## config.mk

```make
export PLATFORM = sky130hd
export DESIGN_NAME = sclk_gen
export DESIGN_NICKNAME = d
export VERILOG_FILES = /design/src/rtl/sclk_pkg.sv /design/src/rtl/sclk_sync2.sv /design/src/rtl/sclk_tick_div.sv /design/src/rtl/sclk_seq.sv /design/src/rtl/sclk_gen.sv
export SDC_FILE = /design/constraint.sdc
export NUM_CORES = 1
export LEC_CHECK = 0
export BUFFER_PORTS_ARGS = -buffer_cell sky130_fd_sc_hd__buf_2
export CORE_MARGIN = 5
export CORE_UTILIZATION = 60
export DETAILED_ROUTE_END_ITERATION = 7
export GPL_ROUTABILITY_DRIVEN = 1
export PLACE_DENSITY = 0.77
export SYNTH_ARGS = -nofsm -noshare
export SYNTH_HDL_FRONTEND = slang
export SYNTH_HIERARCHICAL = 1
export SYNTH_SLANG_ARGS = --single-unit
```

## constraint.sdc

```tcl
create_clock -name clk -period 3.3 [get_ports clk]
set_input_delay 0.33 -clock clk [delete_from_list [all_inputs] [get_ports clk]]
set_output_delay 0.33 -clock clk [all_outputs]
set_load 0.005 [all_outputs]
```

## src/rtl/sclk_pkg.sv

```systemverilog
`timescale 1ns/1ps
package sclk_pkg;

  typedef enum logic [3:0] {
    OP_NOP        = 4'd0,
    OP_SET_DIV    = 4'd1,
    OP_PRE_ON     = 4'd2,
    OP_PRE_OFF    = 4'd3,
    OP_ADAPT_ON   = 4'd4,
    OP_ADAPT_OFF  = 4'd5,
    OP_SET_IDLE   = 4'd6,
    OP_CLK_BITS   = 4'd7,
    OP_CLK_BYTES  = 4'd8,
    OP_WAIT_HI    = 4'd9,
    OP_WAIT_LO    = 4'd10,
    OP_CLKWAIT_HI = 4'd11,
    OP_CLKWAIT_LO = 4'd12,
    OP_CBWAIT_HI  = 4'd13,
    OP_CBWAIT_LO  = 4'd14
  } sclk_op_e;

  typedef enum logic [1:0] {
    ST_IDLE = 2'd0,
    ST_CLK  = 2'd1,
    ST_WAIT = 2'd2
  } sclk_state_e;

endpackage

```

## src/rtl/sclk_sync2.sv

```systemverilog
`timescale 1ns/1ps
module sclk_sync2 #(
  parameter int W = 2
) (
  input  logic         clk,
  input  logic         rst_n,
  input  logic [W-1:0] d_i,
  output logic [W-1:0] q_o
);

  logic [W-1:0] meta_q;
  logic [W-1:0] hold_q;

  always_ff @(posedge clk or negedge rst_n) begin
    if (!rst_n) begin
      meta_q <= '0;
      hold_q <= '0;
    end else begin
      meta_q <= d_i;
      hold_q <= meta_q;
    end
  end

  assign q_o = hold_q;

endmodule

```

## src/rtl/sclk_tick_div.sv

```systemverilog
`timescale 1ns/1ps
module sclk_tick_div #(
  parameter int ARG_W   = 16,
  parameter int PRE_DIV = 5
) (
  input  logic             clk,
  input  logic             rst_n,
  input  logic             run_i,
  input  logic [ARG_W-1:0] div_i,
  input  logic             pre_en_i,
  output logic             half_tick_o
);

  localparam int PW = (PRE_DIV > 1) ? $clog2(PRE_DIV) : 1;

  logic [ARG_W-1:0] div_a_q, div_a_n;
  logic             pre_a_q, pre_a_n;
  logic [ARG_W-1:0] div_cnt_q, div_cnt_n;
  logic             base_tick;
  logic             div_wrap;

  // settings follow the staged values only while no clock runs
  always_comb begin
    div_a_n = div_a_q;
    pre_a_n = pre_a_q;
    if (!run_i) begin
      div_a_n = div_i;
      pre_a_n = pre_en_i;
    end
  end

  generate
    if (PRE_DIV > 1) begin : g_pre
      logic [PW-1:0] pre_cnt_q, pre_cnt_n;
      logic          pre_last;

      assign pre_last  = (pre_cnt_q == PW'(PRE_DIV - 1));
      assign base_tick = pre_a_q ? pre_last : 1'b1;

      always_comb begin
        pre_cnt_n = pre_cnt_q;
        if (!run_i || !pre_a_q) begin
          pre_cnt_n = '0;
        end else if (pre_last) begin
          pre_cnt_n = '0;
        end else begin
          pre_cnt_n = pre_cnt_q + PW'(1);
        end
      end

      always_ff @(posedge clk or negedge rst_n) begin
        if (!rst_n) begin
          pre_cnt_q <= '0;
        end else begin
          pre_cnt_q <= pre_cnt_n;
        end
      end
    end else begin : g_nopre
      assign base_tick = 1'b1;
    end
  endgenerate

  assign div_wrap    = (div_cnt_q == div_a_q);
  assign half_tick_o = run_i && base_tick && div_wrap;

  always_comb begin
    div_cnt_n = div_cnt_q;
    if (!run_i) begin
      div_cnt_n = '0;
    end else if (base_tick) begin
      div_cnt_n = div_wrap ? '0 : div_cnt_q + ARG_W'(1);
    end
  end

  always_ff @(posedge clk or negedge rst_n) begin
    if (!rst_n) begin
      div_a_q   <= '0;
      pre_a_q   <= 1'b1;
      div_cnt_q <= '0;
    end else begin
      div_a_q   <= div_a_n;
      pre_a_q   <= pre_a_n;
      div_cnt_q <= div_cnt_n;
    end
  end

  // cycles since the clock started or since the previous half tick
  logic [31:0] chk_gap_q;
  always_ff @(posedge clk or negedge rst_n) begin
    if (!rst_n) begin
      chk_gap_q <= '0;
    end else if (!run_i || half_tick_o) begin
      chk_gap_q <= '0;
    end else begin
      chk_gap_q <= chk_gap_q + 32'd1;
    end
  end


  half_period_len_chk: assert property (@(posedge clk) disable iff (!rst_n)
    half_tick_o |-> (chk_gap_q == (32'(div_a_q) + 32'd1) * (pre_a_q ? PRE_DIV : 1) - 32'd1));

endmodule

```

## src/rtl/sclk_seq.sv

```systemverilog
`timescale 1ns/1ps
module sclk_seq
  import sclk_pkg::*;
#(
  parameter int ARG_W = 16
) (
  input  logic             clk,
  input  logic             rst_n,
  input  logic             cmd_valid,
  input  logic [3:0]       cmd_op,
  input  logic [ARG_W-1:0] cmd_arg,
  input  logic             io1_s,
  input  logic             rtck_s,
  input  logic             half_tick,
  output logic             run_o,
  output logic [ARG_W-1:0] div_o,
  output logic             pre_en_o,
  output logic             sclk_o,
  output logic             edge_o,
  output logic             busy_o,
  output logic             done_o
);

  localparam int CNT_W = ARG_W + 4;

  sclk_state_e      state_q, state_n;
  logic [ARG_W-1:0] div_q, div_n;
  logic             pre_q, pre_n;
  logic             adapt_q, adapt_n;
  logic             idle_q, idle_n;
  logic             lvl_q, lvl_n;
  logic             stopc_q, stopc_n;
  logic             limit_q, limit_n;
  logic [CNT_W-1:0] bits_q, bits_n;
  logic             sclk_q, sclk_n;
  logic             done_q, done_n;
  logic             edge_q, edge_n;

  logic [CNT_W-1:0] arg_p1;
  logic             at_idle;
  logic             lvl_hit;
  logic             may_toggle;

  assign arg_p1     = CNT_W'(cmd_arg) + CNT_W'(1);
  assign at_idle    = (sclk_q == idle_q);
  assign lvl_hit    = (io1_s == lvl_q);
  assign may_toggle = half_tick && (!adapt_q || (rtck_s == sclk_q));

  always_comb begin
    state_n = state_q;
    div_n   = div_q;
    pre_n   = pre_q;
    adapt_n = adapt_q;
    idle_n  = idle_q;
    lvl_n   = lvl_q;
    stopc_n = stopc_q;
    limit_n = limit_q;
    bits_n  = bits_q;
    sclk_n  = sclk_q;
    done_n  = 1'b0;
    edge_n  = 1'b0;
    unique case (state_q)
      ST_IDLE: begin
        sclk_n = idle_q;
        if (cmd_valid) begin
          case (sclk_op_e'(cmd_op))
            OP_SET_DIV:   div_n   = cmd_arg;
            OP_PRE_ON:    pre_n   = 1'b1;
            OP_PRE_OFF:   pre_n   = 1'b0;
            OP_ADAPT_ON:  adapt_n = 1'b1;
            OP_ADAPT_OFF: adapt_n = 1'b0;
            OP_SET_IDLE:  idle_n  = cmd_arg[0];
            OP_CLK_BITS: begin
              bits_n  = arg_p1;
              limit_n = 1'b1;
              stopc_n = 1'b0;
              state_n = ST_CLK;
            end
            OP_CLK_BYTES: begin
              bits_n  = arg_p1 << 3;
              limit_n = 1'b1;
              stopc_n = 1'b0;
              state_n = ST_CLK;
            end
            OP_WAIT_HI, OP_WAIT_LO: begin
              lvl_n   = (sclk_op_e'(cmd_op) == OP_WAIT_HI);
              state_n = ST_WAIT;
            end
            OP_CLKWAIT_HI, OP_CLKWAIT_LO: begin
              lvl_n   = (sclk_op_e'(cmd_op) == OP_CLKWAIT_HI);
              limit_n = 1'b0;
              stopc_n = 1'b1;
              state_n = ST_CLK;
            end
            OP_CBWAIT_HI, OP_CBWAIT_LO: begin
              lvl_n   = (sclk_op_e'(cmd_op) == OP_CBWAIT_HI);
              bits_n  = arg_p1;
              limit_n = 1'b1;
              stopc_n = 1'b1;
              state_n = ST_CLK;
            end
            default: ;
          endcase
        end
      end
      ST_CLK: begin
        if (stopc_q && at_idle && lvl_hit) begin
          state_n = ST_IDLE;
          done_n  = 1'b1;
        end else if (may_toggle) begin
          sclk_n = ~sclk_q;
          edge_n = 1'b1;
          if (!at_idle && limit_q) begin
            bits_n = bits_q - CNT_W'(1);
            if (bits_q == CNT_W'(1)) begin
              state_n = ST_IDLE;
              done_n  = 1'b1;
            end
          end
        end
      end
      ST_WAIT: begin
        if (lvl_hit) begin
          state_n = ST_IDLE;
          done_n  = 1'b1;
        end
      end
      default: state_n = ST_IDLE;
    endcase
  end

  always_ff @(posedge clk or negedge rst_n) begin
    if (!rst_n) begin
      state_q <= ST_IDLE;
      div_q   <= '0;
      pre_q   <= 1'b1;
      adapt_q <= 1'b0;
      idle_q  <= 1'b0;
      lvl_q   <= 1'b0;
      stopc_q <= 1'b0;
      limit_q <= 1'b0;
      bits_q  <= '0;
      sclk_q  <= 1'b0;
      done_q  <= 1'b0;
      edge_q  <= 1'b0;
    end else begin
      state_q <= state_n;
      div_q   <= div_n;
      pre_q   <= pre_n;
      adapt_q <= adapt_n;
      idle_q  <= idle_n;
      lvl_q   <= lvl_n;
      stopc_q <= stopc_n;
      limit_q <= limit_n;
      bits_q  <= bits_n;
      sclk_q  <= sclk_n;
      done_q  <= done_n;
      edge_q  <= edge_n;
    end
  end

  assign run_o    = (state_q == ST_CLK);
  assign div_o    = div_q;
  assign pre_en_o = pre_q;
  assign sclk_o   = sclk_q;
  assign edge_o   = edge_q;
  assign busy_o   = (state_q != ST_IDLE);
  assign done_o   = done_q;


  tick_only_edge_chk: assert property (@(posedge clk) disable iff (!rst_n)
    (state_q == ST_CLK) && !half_tick |=> $stable(sclk_q));


  wait_no_clock_chk: assert property (@(posedge clk) disable iff (!rst_n)
    (state_q == ST_WAIT) |=> $stable(sclk_q));


  adapt_hold_chk: assert property (@(posedge clk) disable iff (!rst_n)
    adapt_q && (state_q == ST_CLK) && (rtck_s != sclk_q) |=> $stable(sclk_q));


  busy_cfg_frozen_chk: assert property (@(posedge clk) disable iff (!rst_n)
    (state_q != ST_IDLE) |=> $stable(div_q) && $stable(idle_q) && $stable(pre_q));


  end_at_idle_chk: assert property (@(posedge clk) disable iff (!rst_n)
    $fell(busy_o) |-> (sclk_q == idle_q));


  done_not_busy_chk: assert property (@(posedge clk) disable iff (!rst_n)
    done_o |-> !busy_o);

endmodule

```

## src/rtl/sclk_gen.sv

```systemverilog
`timescale 1ns/1ps
module sclk_gen #(
  parameter int ARG_W   = 16,
  parameter int PRE_DIV = 5
) (
  input  logic             clk,
  input  logic             rst_n,
  input  logic             cmd_valid,
  input  logic [3:0]       cmd_op,
  input  logic [ARG_W-1:0] cmd_arg,
  input  logic             io1_in,
  input  logic             rtclk_in,
  output logic             sclk,
  output logic             edge_stb,
  output logic             busy,
  output logic             done
);

  logic [1:0]       rst_pipe_q;
  logic             rst_int_n;
  logic [1:0]       in_sync;
  logic             half_tick;
  logic             run;
  logic [ARG_W-1:0] div_stage;
  logic             pre_stage;

  // asynchronous assertion, synchronous release
  always_ff @(posedge clk or negedge rst_n) begin
    if (!rst_n) begin
      rst_pipe_q <= 2'b00;
    end else begin
      rst_pipe_q <= {rst_pipe_q[0], 1'b1};
    end
  end
  assign rst_int_n = rst_pipe_q[1];

  sclk_sync2 #(.W(2)) u_sync (
    .clk   (clk),
    .rst_n (rst_int_n),
    .d_i   ({rtclk_in, io1_in}),
    .q_o   (in_sync)
  );

  sclk_tick_div #(.ARG_W(ARG_W), .PRE_DIV(PRE_DIV)) u_div (
    .clk         (clk),
    .rst_n       (rst_int_n),
    .run_i       (run),
    .div_i       (div_stage),
    .pre_en_i    (pre_stage),
    .half_tick_o (half_tick)
  );

  sclk_seq #(.ARG_W(ARG_W)) u_seq (
    .clk       (clk),
    .rst_n     (rst_int_n),
    .cmd_valid (cmd_valid),
    .cmd_op    (cmd_op),
    .cmd_arg   (cmd_arg),
    .io1_s     (in_sync[0]),
    .rtck_s    (in_sync[1]),
    .half_tick (half_tick),
    .run_o     (run),
    .div_o     (div_stage),
    .pre_en_o  (pre_stage),
    .sclk_o    (sclk),
    .edge_o    (edge_stb),
    .busy_o    (busy),
    .done_o    (done)
  );

endmodule

```

# After elaboration in Yosys (flattened, before gate mapping)
# Index checks and enable logic that the tools add are counted.
classes:
  addsub: 4
  eq_ne: 33
  mux: 37
  bitwise: 1
  reduce_logical: 38
ops:
  columns: ["cell", "count"]
  rows:
  - ["$mux 20", 4]
  - ["$pmux 20 s2", 2]
  - ["$mux 16", 3]
  - ["$eq 4x4->1 const B", 7]
  - ["$reduce_and 3->1", 8]
  - ["$eq 20x1->1 const B", 1]
  - ["$sub 20x1->20 const B", 1]
  - ["$add 16x1->17 const B", 1]
  - ["$add 16x1->16 const B", 1]
  - ["$eq 16x16->1", 1]
  - ["$eq 4x3->1 const B", 4]
  - ["$ne 3x3->1 const B", 5]
  - ["$mux 2", 6]
  - ["$pmux 1 s2", 6]
  - ["$reduce_and 6->1", 2]
  - ["$reduce_bool 2->1", 6]
  - ["$mux 1", 11]
  - ["$ne 2x2->1 const B", 5]
  - ["$eq 4x2->1 const B", 2]
  - ["$reduce_or 2->1", 4]
  - ["$reduce_or 4->1", 2]
  - ["$logic_and 1x1->1", 6]
  - ["$mux 3", 2]
  - ["$pmux 2 s3", 1]
  - ["other kinds (16)", 22]
word_totals:
  reg_bits: 89
  input_bits: 25
  output_inout_bits: 4
  elab_cells: 132

# Logic depth before layout (Yosys ltp)
# Gate-level depths: netlist (run 1).
logic_depth:
  depth_word: 8
  mapped_depth: 12
  depth_no_buf: 9

# Cells and area by module
# Netlist (run 1), hierarchy kept.
modules_own_cells:
  columns: ["mod", "instances", "cells_per_inst", "area_per_inst_um2", "seq_area_each_um2"]
  rows:
  - ["sclk_seq", 1, 354, 3164.3, 1177.4]
  - ["sclk_tick_div", 1, 171, 1865.5, 902.1]
  - ["sclk_sync2", 1, 4, 100.1, 100.1]
  - ["sclk_gen", 1, 3, 53.8, 50.0]

# Least setup slack after synthesis (run 1)
# OpenSTA, ideal clock, no wires.
synth_timing:
  path_kind: "reg2reg"
  start: "register u_div.div_cnt_q[2]"
  end: "register u_seq.bits_q[11]"
  setup_time_ns: 0.126
  arrival_ns: 2.497
  required_ns: 3.174
  path_slack_ns: 0.677
  stages_incl_launch_ff: 12
  n_path_buf: 4
  synth_period_minus_slack_ns: 2.623
  cell_sequence: "dfrtp_1 > buf_6 > xor2_1 > nor4_2 > nand4_2 > buf_6 > nor2_1 > o211ai_1 > a211o_1 > buf_2 > buf_2 > a221o_1"
synth_via:
  elab_chain_len: 5
synth_rtl:
  columns: ["element", "line_no", "text"]
  rows:
  - ["start, declared", "sclk_tick_div.sv:18", "logic [ARG_W-1:0] div_cnt_q, div_cnt_n;"]
  - ["start signal, assigned", "sclk_tick_div.sv:83", "div_cnt_q <= div_cnt_n;"]
  - ["$eq 16x16->1", "sclk_tick_div.sv:63", "assign div_wrap = (div_cnt_q == div_a_q);"]
  - ["$logic_and 1x1->1", "sclk_tick_div.sv:64", "assign half_tick_o = run_i && base_tick && div_wrap;"]
  - ["named net half_tick", "sclk_gen.sv:22", "logic half_tick;"]
  - ["$logic_and 1x1->1", "sclk_seq.sv:47", "assign may_toggle = half_tick && (!adapt_q || (rtck_s == sclk_q));"]
  - ["$ne 2x2->1 (no line)", null, null]
  - ["$reduce_and 6->1 (no line)", null, null]
  - ["end signal, assigned", "sclk_seq.sv:155", "bits_q <= bits_n;"]
  - ["end, declared", "sclk_seq.sv:34", "logic [CNT_W-1:0] bits_q, bits_n;"]
# The timed path passes the listed nets, and every way through them passes these cells.
# A chain may end at the register's enable or synchronous reset.

# Final worst setup path (run 1)
layout_timing:
  start: "register u_div.div_cnt_q[10]"
  end: "register u_seq.bits_q[19]"
# The elaborated chain is that of the path after synthesis.

==> metrics.txt, run 1 <==
vias in the first global route=3976; Ant. Diodes=0; largest net degree at the start of global routing=just under 90; # clock sinks=just under 90; Port Buffers=28; Final Skew=between 0.015 and 0.02 ns; max cap viols=0; xor/xnor share of the synthesized area=0.0760; Clock Latency Late Sink=0.36 ns; unrepaired setup endpoints after global routing=false; Die X=~100 µm; CTS tree=built; first-pass GRT wire length=approximately 19 mm; Post-synth ARST share=1.00; pwr dens=706 mW/mm²; Placer Congestion=between 0.8 and 0.9; Mean Syn Cell Area=9.74 µm²; CP Launch Type=flip-flop; CP max stage cell=a211o_1; top-count cell post-synth=dfrtp_1; TritonCTS buffer count=9; grt ovf=0; Buffers & Inverters on Critical Path=0; outcome=completed; DR vias/cell=between 6 and 7; Post-Synthesis Net Count=approximately 570; initial core utilization=0.606; Tcrit/Tclk final=0.864; CP endpoint kind=flip-flop; DR iter-0 viols=about 200; simple-gate share of the synthesized area=0.181; Die Ht=between 100 and 150 µm; worst setup margin=about 0.45 ns; Post-synth top cells=dfrtp_1, nand2_1, o21ai_0; Core Area=0.00855 mm²; Fmax=351 MHz; pre-CTS setup slack=0.475 ns; post-synth top area cell=dfrtp_1; largest family of logic cells by synthesized area=simple AND/OR/NAND/NOR gates; Reg area=about 0.0022 mm²; Mapped Cells=532; DP HPWL=roughly 8 mm; total track usage=0.227; Synth Flop Type=dfrtp_1; fin nets=between 500 and 600; critical path data arrival time=around 3.1 ns; measured slew at the worst slew-check pin=about 1.1 ns; crit path max fanout=27; fillers=~670; Seq/Total Area, Yosys=0.430; Cell Area, Placed=around 0.0054 mm²; footprint of the multi-input gates=~0.0027 mm²; final setup violation count=0; Rel. slew slack=0.242; Hold Vio Cnt, Final=0; Remaining DRCs=0; final hold slack=around 0.073 ns; final setup TNS=0 ns; register bit total from synthesis=89; kind of critical path=flip-flop to flip-flop; fraction of synthesized cell area taken by the top area cell type=0.420; Vias=4117; CP Cell Sequence=xor2_1, nor4_2, nand4_2, nor2_1, o211ai_1, a211o_1, or4_1, nand3_1; WL final=around 11 mm; # Post-CTS Setup Buffers=0; post-cts sizing count=0; Hold Path Class=input pin to flip-flop; CTS Root Cell=clkbuf_8; Area growth syn-to-layout=7.87%; Worst-path clk slew=0.10 ns; slowest stage delay, CP=~0.64 ns; Crit path required time=3.58 ns; Post-synth EDFFs=0; Synth Area in Adders=0.0217; Post-DRT Antenna Nets=0; DR pass1 iterations=4; minimum clock period=2.85 ns; mapped cell area=just over 0.005 mm²; Area contributors post-synth=dfrtp_1, mux2_2, xor2_1, o21ai_0, nand2_1; synth warn=6; finished layout cell area=~0.0056 mm²; initial antenna violation count=0; layout cell share with drive strength beyond 1=0.189; CTS Buffer Depth=2; Synth cell types=59; IO Pins=29; row count=34; die area=between 0.01 and 0.015 mm²; mux share of post-synthesis cell area=0.101; hold-fix buffers at CTS=1; Worst IR Drop VDD=0.382 mV; CTS H-Tree Depth=3; kind of cell adding the most delay to the critical path=simple AND/OR/NAND/NOR gates; compound-gate portion of the synthesized area=0.147; total power=roughly 3900 µW; fin. max-slew vios=0; leak pwr=approximately 0.0024 µW; drt wl/cell=approximately 17 µm
==> worst reg2reg max path, stage by stage (launching register included) <==
cell	delay [ns]
dfrtp_1	0.45
xor2_1	0.21
nor4_2	0.33
nand4_2	0.14
nor2_1	0.19
o211ai_1	0.23
a211o_1	0.64
or4_1	0.51
nand3_1	0.09
==> through the flow <==
| stage | std cells | utilization |
|---|---|---|
| finish | 664 | 0.654 |
| global route | 664 | 0.654 |
| CTS | 664 | 0.654 |
| detailed placement | 647 | 0.629 |
| global placement | 647 | 0.629 |
| floorplan | 532 | - |
==> registers in the layout (all words and copies together), names as in the netlist, 2 cells and up <==
signal	cells
u_seq/bits_q	20
u_div/div_a_q	16
u_div/div_cnt_q	16
u_seq/div_o	16
u_div/g_pre.pre_cnt_q	3
rst_pipe_q	2
u_seq/state_q	2
u_sync/meta_q	2
u_sync/q_o	2
==> final cells by class <==
cell class,instances,share of cell area
clock buffers,9,0.0222
clock inverters,7,0.0136
inverters,22,0.0148
multi-input cells,393,0.490
flip-flops and latches,89,0.399
well taps,108,0.0242
repair buffers,36,0.0362
==> logic make-up after synthesis <==
group                    Yosys count
AND/OR/NAND/NOR                  175
AO/OA/AOI/OAI                    115
flip-flops                        89
buffers and inverters             50
multiplexers                      48
XOR/XNOR                          45
adder cells (fa/ha/maj)            9
other                              1
==> power breakdown <==
| part | leakage, µW | internal (µW) | switching, µW | total (µW) |
|---|---|---|---|---|
| clock | 0.0000962 | 356 | 418 | 773 |
| sequential | 0.00113 | 1450 | 344 | 1800 |
| combinational | 0.00118 | 655 | 720 | 1370 |
| total | 0.00241 | 2460 | 1480 | 3950 |
==> routing by layer <==
| metal | up-vias | routed length, µm | part of all wire | GRT usage |
|---|---|---|---|---|
| met2 | 116 | 5630 | 0.49 | 0.364 |
| met5 | - | 0 | 0 | 0 |
| met4 | 0 | 206 | 0.018 | 0.0906 |
| li1 | 1958 | - | - | - |
| met1 | 2023 | 5020 | 0.44 | 0.310 |
| met3 | 20 | 533 | 0.047 | 0.0325 |
==> final timing paths <==
path / start / end / slack, ns / depth (start not counted)
max in group asynchronous: rst_pipe_q[1] / u_div/div_cnt_q[6] / 2.01 / 0
hold reg to reg: u_sync/meta_q[0] / u_sync/q_o[0] / 0.35 / 0
hold / removal: rtclk_in / u_sync/meta_q[1] / 0.07 / 1
setup reg to reg: u_div/div_cnt_q[10] / u_seq/bits_q[19] / 0.45 / 8
min in group asynchronous: rst_n / rst_pipe_q[1] / 0.30 / 2
setup / recovery: u_div/div_cnt_q[10] / u_seq/bits_q[19] / 0.45 / 8
==> cells in the final DEF (no fill, tap or decap), types with 11 or more instances in the layout <==
cell type	n
a21oi_1	23
inv_1	22
xor2_1	28
nand3_1	25
dfrtp_1	86
mux2i_1	12
nor3_1	17
a31oi_1	11
xnor2_1	17
mux2_2	36
nor2_1	29
nand2_1	47
o21ai_0	37
buf_2	28
Note: power is estimated with default switching activity, not from simulation.
==> run 2: changes to the inputs <==
- PLACE_DENSITY: 0.77 -> 0.79
==> metrics.txt, run 2 (synthesis gave the netlist of run 1 again) <==
commonest non-fill, non-tap cell in the layout=dfrtp_1 (unchanged); Clock Latency Late Sink=0.36 ns (about the same); CTS Root Cell=clkbuf_8 (unchanged); drt wl/cell=17.0 µm (was 17.2 µm); outcome=completed (unchanged); Final Skew=0.0110 ns (was 0.0182 ns); Hold Path Class=input pin to flip-flop (unchanged); CTS H-Tree Depth=3 (unchanged); # clock sinks=89 (unchanged); row count=34 (unchanged); final core utilization=0.659 (was 0.654); worst setup margin=0.482 ns (was 0.448 ns); Rel. slew slack=0.273 (was 0.242); final hold slack=0.0713 ns (was 0.0729 ns); total track usage=0.232 (was 0.227); max FFs per register=20 (unchanged); Tcrit/Tclk final=0.854 (was 0.864); most frequent cells in the layout=dfrtp_1, nand2_1, o21ai_0, mux2_2, nor2_1 (unchanged); first-pass GRT wire length=19.5 mm (was 19.0 mm); pwr dens=728 mW/mm² (was 706 mW/mm²); CP max stage cell=a211o_1 (unchanged); fillers=651 (was 673); leak pwr=0.00243 µW (was 0.00241 µW); crit path max fanout=27 (unchanged); slowest stage delay, CP=0.63 ns (was 0.64 ns); IO Pins=29 (unchanged); Port Buffers=28 (unchanged); Crit path required time=3.59 ns (was 3.58 ns); critical path data arrival time=3.11 ns (was 3.13 ns); final setup violation count=0 (unchanged); Worst-path clk slew=0.09 ns (was 0.10 ns); minimum clock period=2.82 ns (was 2.85 ns); Remaining DRCs=0 (unchanged); WL final=11.3 mm (was 11.4 mm); DR pass1 iterations=5 (was 4); Die Ht=103 µm (unchanged); CP Cell Sequence=xor2_1, nor4_2, nand4_2, nor2_1, o211ai_1, a211o_1, or4_1, nand3_1 (unchanged); Core Area=0.00855 mm² (unchanged); CTS Buffer Depth=2 (unchanged); DR iter-0 viols=275 (was 198); footprint of the multi-input gates=0.00274 mm² (unchanged); pre-CTS setup slack=0.515 ns (was 0.475 ns); Ant. Diodes=0 (unchanged); measured slew at the worst slew-check pin=1.09 ns (was 1.14 ns); max cap viols=0 (unchanged); fin nets=584 (was 585); Worst IR Drop VDD=0.384 mV (was 0.382 mV); Largest Register=u_seq/bits_q (unchanged); Fmax=355 MHz (was 351 MHz); die area=0.0106 mm² (unchanged); Hold Vio Cnt, Final=0 (unchanged); largest net degree at the start of global routing=88 (unchanged); TritonCTS buffer count=9 (unchanged); DR vias/cell=6.24 (was 6.20); Reg area=0.00223 mm² (unchanged); CP endpoint kind=flip-flop (unchanged); Vias=4137 (was 4117); Placer Congestion=0.894 (was 0.885); final setup TNS=0 ns (unchanged); CP Launch Type=flip-flop (unchanged); layout cell share with drive strength beyond 1=0.187 (was 0.189); unrepaired setup endpoints after global routing=false (unchanged); fin. max-slew vios=0 (unchanged); DP HPWL=7.81 mm (was 8.00 mm); Post-DRT Antenna Nets=0 (unchanged); Die X=103 µm (unchanged); initial core utilization=0.606 (unchanged); kind of cell adding the most delay to the critical path=simple AND/OR/NAND/NOR gates (unchanged); Area growth syn-to-layout=8.64% (was 7.87%); initial antenna violation count=0 (unchanged); total power=4100 µW (was 3950 µW); CTS tree=built (unchanged); Buffers & Inverters on Critical Path=0 (unchanged); kind of critical path=flip-flop to flip-flop (unchanged); vias in the first global route=4121 (was 3976); grt ovf=0 (unchanged)
## run 2: changes by cell type in the layout (fill, tap and decap cells not counted)
cell,before,now
buf_4,7,6
bufinv_16,1,3
clkinvlp_4,2,1
clkinv_4,1,0
clkinv_2,1,0
inv_6,2,3
## run 2: cell type report
cell class                 instances  area share
sequential                        89       0.397
inverter                          22      0.0147
tap                              108      0.0240
clock buffer                       9      0.0220
timing repair buffer              35      0.0347
multi-input combinational        393       0.486
clock inverter                     7      0.0220
## run 2: power breakdown
| part | switching (µW) | total [µW] | internal [µW] | leakage (µW) |
|---|---|---|---|---|
| Combinational | 723 | 1370 | 647 | 0.00117 |
| Clock | 414 | 925 | 511 | 0.000121 |
| Sequential | 351 | 1800 | 1450 | 0.00113 |
| Total | 1490 | 4100 | 2610 | 0.00243 |
## run 2: path summary, 6_finish.rpt
path | start | endpoint | slack (ns) | cells after the start
setup / recovery | u_div/div_cnt_q[8] | u_seq/bits_q[19] | 0.48 | 8
hold / removal | io1_in | u_sync/meta_q[0] | 0.07 | 1
setup reg to reg | u_div/div_cnt_q[8] | u_seq/bits_q[19] | 0.48 | 8
hold reg to reg | u_sync/meta_q[0] | u_sync/q_o[0] | 0.35 | 0
max in group asynchronous | rst_pipe_q[1] | u_seq/bits_q[0] | 2.07 | 0
min in group asynchronous | rst_n | rst_pipe_q[1] | 0.28 | 2
## run 2: through the flow
step / cell area [µm²] / cells
floorplan: 5180 / 532
global placement: 5370 / 646
detailed placement: 5370 / 646
CTS: 5630 / 663
global route: 5630 / 663
finish: 5630 / 663
## run 2: worst reg2reg max path: cells and delay by family, from the launching register on
kind             cells  cell delay, ns
AO/OA/AOI/OAI        2            0.86
XOR/XNOR             1            0.18
flip-flops           1            0.44
AND/OR/NAND/NOR      5            1.28
## run 2: timing repair
action | CTS | global route
resized for setup | 0 | 0
setup buffers | 0 | 0
hold buffers | 1 | 0
endpoints found under the hold margin | 2 | 0
## run 2: routing by layer
| layer | part of all wire | up-vias | track usage |
|---|---|---|---|
| met5 | 0 | - | 0 |
| met2 | 0.49 | 122 | 0.370 |
| li1 | - | 1955 | - |
| met3 | 0.040 | 28 | 0.0352 |
| met4 | 0.023 | 0 | 0.111 |
| met1 | 0.44 | 2032 | 0.310 |
